<file path="config.mk">
export PLATFORM = sky130hd
export DESIGN_NAME = clkdiv_sync_ctrl
export DESIGN_NICKNAME = d
export VERILOG_FILES = /design/src/rtl/clkdiv_sync_pkg.sv /design/src/rtl/sync_edge_detect.sv /design/src/rtl/sync_ctrl_reg.sv /design/src/rtl/phase_divider.sv /design/src/rtl/clkdiv_sync_ctrl.sv
export SDC_FILE = /design/constraint.sdc
export NUM_CORES = 1
export LEC_CHECK = 0
export ABC_CLOCK_PERIOD_IN_PS = 1600
export BUFFER_PORTS_ARGS = -buffer_cell sky130_fd_sc_hd__clkbuf_2
export CAP_MARGIN = 20
export CORE_AREA = 2 2 42 44
export CTS_CLUSTER_SIZE = 20
export DETAILED_ROUTE_END_ITERATION = 7
export DIE_AREA = 0 0 44 46
export PLACE_DENSITY = 0.7
export SETUP_SLACK_MARGIN = 0.02
export SLEW_MARGIN = 20
export SYNTH_ARGS = -nofsm -noshare
export SYNTH_HDL_FRONTEND = slang
export SYNTH_SLANG_ARGS = --single-unit
export TNS_END_PERCENT = 10
</file>
<file path="constraint.sdc">
create_clock -name clk -period 1.6 [get_ports clk]
set_input_delay 0.16 -clock clk [delete_from_list [all_inputs] [get_ports clk]]
set_output_delay 0.16 -clock clk [all_outputs]
set_load 0.03 [all_outputs]
</file>
<file path="src/rtl/clkdiv_sync_pkg.sv">
package clkdiv_sync_pkg;

  localparam int CTRL_W     = 8;
  localparam int BIT_MASTER = 0;
  localparam int BIT_GATE   = 1;
  localparam int BIT_MODE   = 2;
  localparam int CFG_W      = 3;

  typedef struct packed {
    logic one_shot;
    logic div_gate;
    logic master;
  } sync_cfg_t;

  function automatic sync_cfg_t cfg_from_word(input logic [CTRL_W-1:0] w);
    sync_cfg_t c;
    c.master   = w[BIT_MASTER];
    c.div_gate = w[BIT_GATE];
    c.one_shot = w[BIT_MODE];
    return c;
  endfunction

  function automatic logic [CTRL_W-1:0] cfg_to_word(input sync_cfg_t c);
    logic [CTRL_W-1:0] w;
    w             = '0;
    w[BIT_MASTER] = c.master;
    w[BIT_GATE]   = c.div_gate;
    w[BIT_MODE]   = c.one_shot;
    return w;
  endfunction

  function automatic logic cfg_arms(input sync_cfg_t c);
    return c.master & c.div_gate & c.one_shot;
  endfunction

endpackage

</file>
<file path="src/rtl/sync_edge_detect.sv">
module sync_edge_detect #(
  parameter int STAGES = 2
) (
  input  logic clk,
  input  logic rst_n,
  input  logic async_in,
  output logic rise
);
  localparam int TOP = STAGES - 1;

  logic [TOP:0] meta_q;
  logic         prev_q;

  generate
    if (STAGES == 1) begin : g_single
      always_ff @(posedge clk or negedge rst_n) begin
        if (!rst_n) meta_q <= '0;
        else        meta_q <= async_in;
      end
    end else begin : g_chain
      always_ff @(posedge clk or negedge rst_n) begin
        if (!rst_n) meta_q <= '0;
        else        meta_q <= {meta_q[TOP-1:0], async_in};
      end
    end
  endgenerate

  always_ff @(posedge clk or negedge rst_n) begin
    if (!rst_n) prev_q <= 1'b0;
    else        prev_q <= meta_q[TOP];
  end

  assign rise = meta_q[TOP] & ~prev_q;
endmodule

</file>
<file path="src/rtl/sync_ctrl_reg.sv">
module sync_ctrl_reg
  import clkdiv_sync_pkg::*;
(
  input  logic              clk,
  input  logic              rst_n,
  input  logic              we,
  input  logic [CTRL_W-1:0] wdata,
  input  logic              sync_rise,
  output logic [CTRL_W-1:0] rdata,
  output logic              armed,
  output logic              done,
  output logic              fire
);
  sync_cfg_t cfg_q;
  sync_cfg_t cfg_new;
  logic      armed_q;
  logic      done_q;
  logic      path_open;
  logic      unused_reserved;

  assign cfg_new         = cfg_from_word(wdata);
  assign unused_reserved = ^wdata[CTRL_W-1:CFG_W];

  assign path_open = cfg_q.master & cfg_q.div_gate;
  assign fire      = sync_rise & path_open & (~cfg_q.one_shot | armed_q);

  always_ff @(posedge clk or negedge rst_n) begin
    if (!rst_n) begin
      cfg_q   <= '0;
      armed_q <= 1'b0;
      done_q  <= 1'b0;
    end else if (we) begin
      cfg_q   <= cfg_new;
      armed_q <= cfg_arms(cfg_new);
      done_q  <= 1'b0;
    end else if (fire && cfg_q.one_shot) begin
      armed_q <= 1'b0;
      done_q  <= 1'b1;
    end
  end

  assign rdata = cfg_to_word(cfg_q);
  assign armed = armed_q;
  assign done  = done_q;
endmodule

</file>
<file path="src/rtl/phase_divider.sv">
module phase_divider #(
  parameter int RATIO_W = 3
) (
  input  logic               clk,
  input  logic               rst_n,
  input  logic               realign,
  input  logic [RATIO_W-1:0] last,
  output logic [RATIO_W-1:0] count,
  output logic               div_clk,
  output logic               div_en
);
  localparam int EXT_W = RATIO_W + 1;

  logic [RATIO_W-1:0] cnt_q;

  function automatic logic [RATIO_W-1:0] next_count(
    input logic [RATIO_W-1:0] c,
    input logic [RATIO_W-1:0] l,
    input logic               r
  );
    if (r || c >= l) return '0;
    return c + 1'b1;
  endfunction

  function automatic logic in_high_phase(
    input logic [RATIO_W-1:0] c,
    input logic [RATIO_W-1:0] l
  );
    logic [EXT_W-1:0] half;
    half = ({1'b0, l} + EXT_W'(2)) >> 1;
    return {1'b0, c} < half;
  endfunction

  always_ff @(posedge clk or negedge rst_n) begin
    if (!rst_n) cnt_q <= '0;
    else        cnt_q <= next_count(cnt_q, last, realign);
  end

  assign count   = cnt_q;
  assign div_clk = in_high_phase(cnt_q, last);
  assign div_en  = (cnt_q == last);
endmodule

</file>
<file path="src/rtl/clkdiv_sync_ctrl.sv">
module clkdiv_sync_ctrl
  import clkdiv_sync_pkg::*;
#(
  parameter int RATIO_W     = 3,
  parameter int SYNC_STAGES = 2
) (
  input  logic               clk,
  input  logic               rst_n,
  input  logic               sync_in,
  input  logic [RATIO_W-1:0] div_ratio,
  input  logic               ctrl_we,
  input  logic [CTRL_W-1:0]  ctrl_wdata,
  output logic [CTRL_W-1:0]  ctrl_rdata,
  output logic               div_clk,
  output logic               div_en,
  output logic               sync_done
);
  logic               sync_rise;
  logic               sync_fire;
  logic               sync_armed;
  logic [RATIO_W-1:0] cnt_q;

  sync_edge_detect #(.STAGES(SYNC_STAGES)) u_edge (
    .clk      (clk),
    .rst_n    (rst_n),
    .async_in (sync_in),
    .rise     (sync_rise)
  );

  sync_ctrl_reg u_ctrl (
    .clk       (clk),
    .rst_n     (rst_n),
    .we        (ctrl_we),
    .wdata     (ctrl_wdata),
    .sync_rise (sync_rise),
    .rdata     (ctrl_rdata),
    .armed     (sync_armed),
    .done      (sync_done),
    .fire      (sync_fire)
  );

  phase_divider #(.RATIO_W(RATIO_W)) u_div (
    .clk     (clk),
    .rst_n   (rst_n),
    .realign (sync_fire),
    .last    (div_ratio),
    .count   (cnt_q),
    .div_clk (div_clk),
    .div_en  (div_en)
  );
endmodule

</file>
==> impl_metrics.csv, run 1 <==
group,metric,value,unit
yosys,avgSynthCellArea,11.7,um^2
routing,num_vias,433,
power_and_ir_drop,swShare,36.1,%
status,status,"finished clean",
final_layout,final_cells,90,
power_and_ir_drop,p_clk_share,18.6,%
clock_network,cts-root-buf,"clkbuf_4",
final_layout,syn2layout_area_growth,25.9,%
yosys,netlist_top_cells_area,"dfrtp_1 (46%), ha_1 (15%), buf_4 (6.3%)",
floorplan,core,1610,um^2
routing,antenna_left,0,
final_layout,fill_cells,162,
global_route,grt_pass1_wl,1680,um
clock_network,clock_sinks,11,
placed_design,place.detailed.hpwl,738,um
sta,min_period,1540,ps
routing,post-route-drc-count,0,
global_route,grt_pass1_vias,429,
worst_setup_path,cp.required,1440,ps
power_and_ir_drop,internal_power,0.625,mW
yosys,syn_area,598,um^2
worst_setup_path,crit_path_end_kind,"primary output",
final_layout,final_area,753,um^2
worst_setup_path,crit_type,"reg2out",
final_layout,drive_gt1_share,31.5,%
placed_design,port_buffers,15,
routing,routed_wl,970,um
flow_run,drv_cap,0,
global_route,overflow,0,
worst_setup_path,start_kind,"register",
sta,setup_viol_count_final,0,
power_and_ir_drop,combinationalPowerShare,44.5,%
hold_path,hold_class,"in2reg",
power_and_ir_drop,power_frac_seq,36.8,%
yosys,synthMuxAreaShare,5.65,%
yosys,async_flop_share,100,%
routing,drt-met1-wl,437,um
yosys,yosys.area_share.xor_xnor,1.46,%
floorplan,die_y,46,um
sta,clock_skew,0.842,ps
floorplan,die_w,44,um
global_route,grt_usage,11.8,%
routing,vias_per_cell,4.81,
routing,drtIter0Drc,3,
global_route,grt_max_degree,12,
sta,slew_viol_final,0,
clock_network,cts_buffer_depth,2,
clock_network,tritoncts,"yes",
yosys,seq_area_frac_synth,46.0,%
placed_design,gp_congestion,0.754,
routing,wl_per_cell,10.8,um
yosys,synth_edf_count,0,
worst_setup_path,arrival,1380,ps
routing,top_layer_used,"met3",
yosys,synth.most_common_cell,"dfrtp_1",
yosys,synth_commonest_cells,"dfrtp_1 (11), ha_1 (7), inv_1 (7)",
power_and_ir_drop,total_leakage_power,0.390,nW
floorplan,design.portCount,26,
yosys,synth_simple_gate_area_share,7.53,%
yosys,synth_top_family_by_area,"adder cells",
sta,fin_hold_ws,131,ps
final_layout,seqCellArea,275,um^2
yosys,synth.top_cell.area_share,46.0,%
final_layout,multiInputGateArea,292,um^2
sta,hold_viol_final,0,
routing,route.met2.wl,477,um
routing,first_pass_iters,2,
yosys,yosys.area.top_type,"dfrtp_1",
power_and_ir_drop,p_sw,0.353,mW
clock_network,insertion_delay,260,ps
power_and_ir_drop,power.density,1300,nW/um^2
placed_design,place_area,679,um^2
sta,rsz0062_at_grt,"yes",
floorplan,rows,15,
yosys,synth_fa_ha_area_share,14.6,%
yosys,synth_compound_area_share,13.4,%
floorplan,die-area,2020,um^2
yosys,ys_ff_latch,11,
routing,wl_met3,55,um
yosys,yosys_warnings,0,
clock_network,h-tree-depth,1,
final_layout,diodes,0,
final_layout,nets,96,
power_and_ir_drop,total_power,0.978,mW
placed_design,dp.cells,83,
global_route,antenna_found_initial,0,
sta,fmax,648,MHz
yosys,synthCells,51,
yosys,synth_flop_cell,"dfrtp_1",
power_and_ir_drop,ir_drop,0.570,mV
floorplan,start_util,37.1,%
worst_setup_path,cp_max_fo,3,
clock_network,cts_made_buffers,3,
sta,period_share,96.5,%
yosys,synth_cell_types,20,
clock_network,cts.clk_slew.worst_paths,60,ps
[path summary, 6_finish.rpt]
path	startpoint	endpoint	slack (ps)	cells past startpoint
max	u_div.count[1]	div_clk	60	5
min	ctrl_wdata[2]	u_ctrl.rdata[2]	130	2
min in group asynchronous	rst_n	u_ctrl.rdata[0]	310	2
max in group asynchronous	rst_n	u_div.count[0]	1070	2
max reg2reg	u_div.count[0]	u_div.count[0]	100	5
min reg2reg	u_edge.meta_q[0]	u_edge.meta_q[1]	350	0
[through the flow]
step / utilization, % / TNS, ps / setup WS, ps
3_3_place_gp: 42.1 / 0 / 101
6_report: 46.7 / 0 / 56.1
2_1_floorplan: - / 0 / 107
5_1_grt: 46.7 / -68.4 / -39.1
4_1_cts: 45.6 / 0 / 2.82
3_5_place_dp: 42.1 / 0 / 48.5
[power by group through the flow]
stage               registers, mW  logic (mW)  clock network (mW)
CTS                         0.358       0.414               0.197
global placement            0.363       0.372                   0
floorplan                   0.377       0.265                   0
global route                0.365       0.494               0.216
finish                      0.360       0.436               0.182
detailed placement          0.365       0.386                   0
[cells in the final DEF, fill, tap and decap left out, types with 2 or more instances in the layout]
cell | synthesis | final
mux2_1 | 3 | 3
conb_1 | 1 | 5
a2111oi_1 | 3 | 2
inv_1 | 7 | 7
clkbuf_4 | 0 | 3
ha_1 | 7 | 6
nand2b_1 | 2 | 2
dlygate4sd3_1 | 0 | 2
dfrtp_1 | 11 | 11
buf_4 | 5 | 3
clkbuf_2 | 0 | 14
[registers in the layout (all words and copies together), names as in the netlist]
register,count
u_ctrl.armed,1
u_ctrl.done,1
u_ctrl.rdata,3
u_div.count,3
u_edge.meta_q,2
u_edge.prev_q,1
[cell families after synthesis]
kind of cell             Yosys count
multiplexers                       3
XOR/XNOR                           1
buffers and inverters             12
adder cells (fa/ha/maj)            7
other                              1
AO/OA/AOI/OAI                      9
AND/OR/NAND/NOR                    7
flip-flops                        11
[worst max-delay path, cell delays in order, from the launching register on]
cell      delay (ps)
dfrtp_1          400
ha_1             280
o21ai_1           80
nand2b_1          70
a21oi_1          120
buf_4            170
[final cells by class]
cell class	instances	share of cell area, %
multi-input combinational	32	38.7
sequential	11	36.5
timing repair buffer	19	15.0
clock buffer	4	3.49
inverter	7	3.49
tap	17	2.82
[per-layer routing]
layer  GRT usage (%)  vias up
li1                -      214
met1            12.5      202
met2            20.6       17
met3            2.38        0
met4            9.09        0
met5               0        -
[timing repair]
action | in CTS | in global routing
hold endpoints to repair | 12 | 0
setup buffers | 1 | 0
hold buffers | 2 | 0
pin swaps | 2 | 0
endpoints found under the setup margin | 1 | 5
gates resized for setup | 1 | 3
(Power assumes the default switching activity.)
==> inputs of run 2 (changes only) <==
--- a/config.mk
+++ b/config.mk
@@ -8,11 +8,11 @@
 export ABC_CLOCK_PERIOD_IN_PS = 1600
 export BUFFER_PORTS_ARGS = -buffer_cell sky130_fd_sc_hd__clkbuf_2
 export CAP_MARGIN = 20
-export CORE_AREA = 2 2 42 44
+export CORE_AREA = 2 2 42 51
 export CTS_CLUSTER_SIZE = 20
 export DETAILED_ROUTE_END_ITERATION = 7
-export DIE_AREA = 0 0 44 46
-export PLACE_DENSITY = 0.7
+export DIE_AREA = 0 0 44 53
+export PLACE_DENSITY = 0.61
 export SETUP_SLACK_MARGIN = 0.02
 export SLEW_MARGIN = 20
 export SYNTH_ARGS = -nofsm -noshare
==> run 2 against run 1 <==
  * Clock skew grew 8.6 ps
  * First-iteration DRC count shrank 33%
  * Combinational power grew 27%
  * Clock power is essentially flat
  * Critical path depth is the same
  * Count of clock-buffer cells in the layout is the same
  * Sequential share of layout area shrank 2.2 points
==> impl_metrics.csv, run 2 (synthesis results as in run 1) <==
group,metric,value,unit
status,status,"finished clean",
worst_setup_path,crit_path_end_kind,"primary output",
floorplan,core,1830,um^2
final_layout,final_area,801,um^2
power_and_ir_drop,p_clk_share,16.8,%
clock_network,clock_sinks,11,
global_route,grt_usage,9.96,%
final_layout,drive_gt1_share,37.0,%
floorplan,die_w,44,um
worst_setup_path,slowest_stage,"dfrtp_1",
routing,routed_wl,1020,um
power_and_ir_drop,combinationalPowerShare,50.5,%
final_layout,syn2layout_area_growth,33.9,%
worst_setup_path,start_kind,"register",
global_route,grt_max_degree,12,
global_route,overflow,0,
worst_setup_path,cpPeakStageDelay,380,ps
power_and_ir_drop,ir_drop,0.637,mV
final_layout,diodes,0,
sta,slew_viol_final,0,
flow_run,drv_cap,0,
routing,vias_per_cell,4.72,
power_and_ir_drop,total_power,1.09,mW
final_layout,fill_cells,191,
final_layout,nets,96,
sta,setup_viol_count_final,0,
worst_setup_path,worstSetupStartpoint,"u_div.count[1]",
sta,min_period,1490,ps
sta,hold_viol_final,0,
floorplan,die_y,53,um
worst_setup_path,reg2reg_slack,150,ps
clock_network,cts-root-buf,"clkbuf_4",
power_and_ir_drop,internal_power,0.685,mW
placed_design,place_area,682,um^2
global_route,antenna_found_initial,0,
global_route,grt_pass1_wl,1660,um
worst_setup_path,cp.required,1440,ps
power_and_ir_drop,power_frac_seq,32.6,%
floorplan,start_util,32.7,%
sta,fin_ws,108,ps
floorplan,rows,17,
hold_path,hold_class,"in2reg",
placed_design,port_buffers,15,
sta,clock_skew,9.47,ps
final_layout,mostFrequentLayoutCells,"clkbuf_2 (13), dfrtp_1 (11), inv_1 (7), ha_1 (5), conb_1 (5)",
floorplan,die-area,2330,um^2
power_and_ir_drop,swShare,37.3,%
routing,wl_per_cell,11.1,um
placed_design,pre_cts_slack,46.1,ps
routing,antenna_left,0,
sta,setup_tns,0,ps
sta,period_share,93.2,%
final_layout,final_common_cell,"clkbuf_2",
routing,first_pass_iters,2,
worst_setup_path,crit_type,"reg2out",
worst_setup_path,arrival,1330,ps
worst_setup_path,cp_max_fo,2,
clock_network,cts.clk_slew.worst_paths,70,ps
power_and_ir_drop,p_sw,0.408,mW
sta,rsz0062_at_grt,"yes",
hold_path,hold_start,"ctrl_wdata[0]",
floorplan,design.portCount,26,
placed_design,gp_congestion,0.688,
clock_network,cts_buffer_depth,2,
power_and_ir_drop,total_leakage_power,0.397,nW
power_and_ir_drop,power.density,1360,nW/um^2
clock_network,insertion_delay,270,ps
worst_setup_path,worstReg2RegStart,"u_div.count[0]",
placed_design,place.detailed.hpwl,742,um
sta,fmax,670,MHz
worst_setup_path,path_cells,"ha_1, o21ai_1, nand2b_1, a21oi_2, buf_6",
clock_network,tritoncts,"yes",
clock_network,h-tree-depth,1,
routing,post-route-drc-count,0,
final_layout,final_core_util,43.8,%
clock_network,cts_made_buffers,3,
routing,drtIter0Drc,2,
routing,num_vias,434,
global_route,grt_pass1_vias,438,
run 2: cell types whose count changed in the layout (fill, tap and decap cells not counted), sizes merged:
| cell | previous run | this run |
|---|---|---|
| buf | 3 | 4 |
| clkbuf | 18 | 17 |
run 2: area by class of cell:
| type | count | area [um^2] | share of cell area [%] |
|---|---|---|---|
| Inverter | 7 | 26.3 | 3.28 |
| Tap cell | 19 | 23.8 | 2.97 |
| Timing Repair Buffer | 19 | 119 | 14.8 |
| Multi-Input combinational cell | 32 | 330 | 41.3 |
| Clock buffer | 4 | 26.3 | 3.28 |
| Sequential cell | 11 | 275 | 34.4 |
run 2: per-stage QoR:
| step | hold WS (ps) | instances |
|---|---|---|
| detailed placement | 45.0 | 85 |
| global route | 124 | 92 |
| finish | 120 | 92 |
| CTS | 116 | 92 |
| floorplan | -136 | 55 |
| global placement | 43.6 | 85 |
run 2: worst max-delay path: cells and delay by family, from the launching register on:
kind,cells,cell delay (ps)
flip-flops,1,380
adder cells (fa/ha/maj),1,270
AO/OA/AOI/OAI,2,210
buffers and inverters,1,140
AND/OR/NAND/NOR,1,80
run 2: layer usage:
metal | part of all wire [%] | wire [um] | GRT usage (%)
met4 | 0 | 0 | 7.58
met5 | 0 | 0 | 0
met1 | 42 | 431 | 10.8
met2 | 51 | 525 | 16.7
met3 | 6.5 | 66 | 2.05
run 2: power by group through the flow:
stage | combinational [mW] | clock (mW) | sequential [mW]
finish | 0.552 | 0.184 | 0.356
global route | 0.613 | 0.209 | 0.363
CTS | 0.417 | 0.191 | 0.354
detailed placement | 0.384 | 0 | 0.364
global placement | 0.373 | 0 | 0.364
floorplan | 0.265 | 0 | 0.377
run 2: worst paths after layout:
kind | to | cells past startpoint
worst min-delay path | u_ctrl.rdata[0] | 2
min in group asynchronous | u_ctrl.done | 2
worst max-delay path | div_clk | 5
max in group asynchronous | u_div.count[1] | 2
worst max register to register | u_div.count[2] | 5
worst min register to register | u_edge.meta_q[1] | 0
run 2: what timing repair did:
action	4_1_cts	5_1_grt
resized for setup	1	13
endpoints found under the hold margin	12	0
endpoints found under the setup margin	1	5
hold buffers	2	0
pin swaps	2	4
buffers inserted	1	0
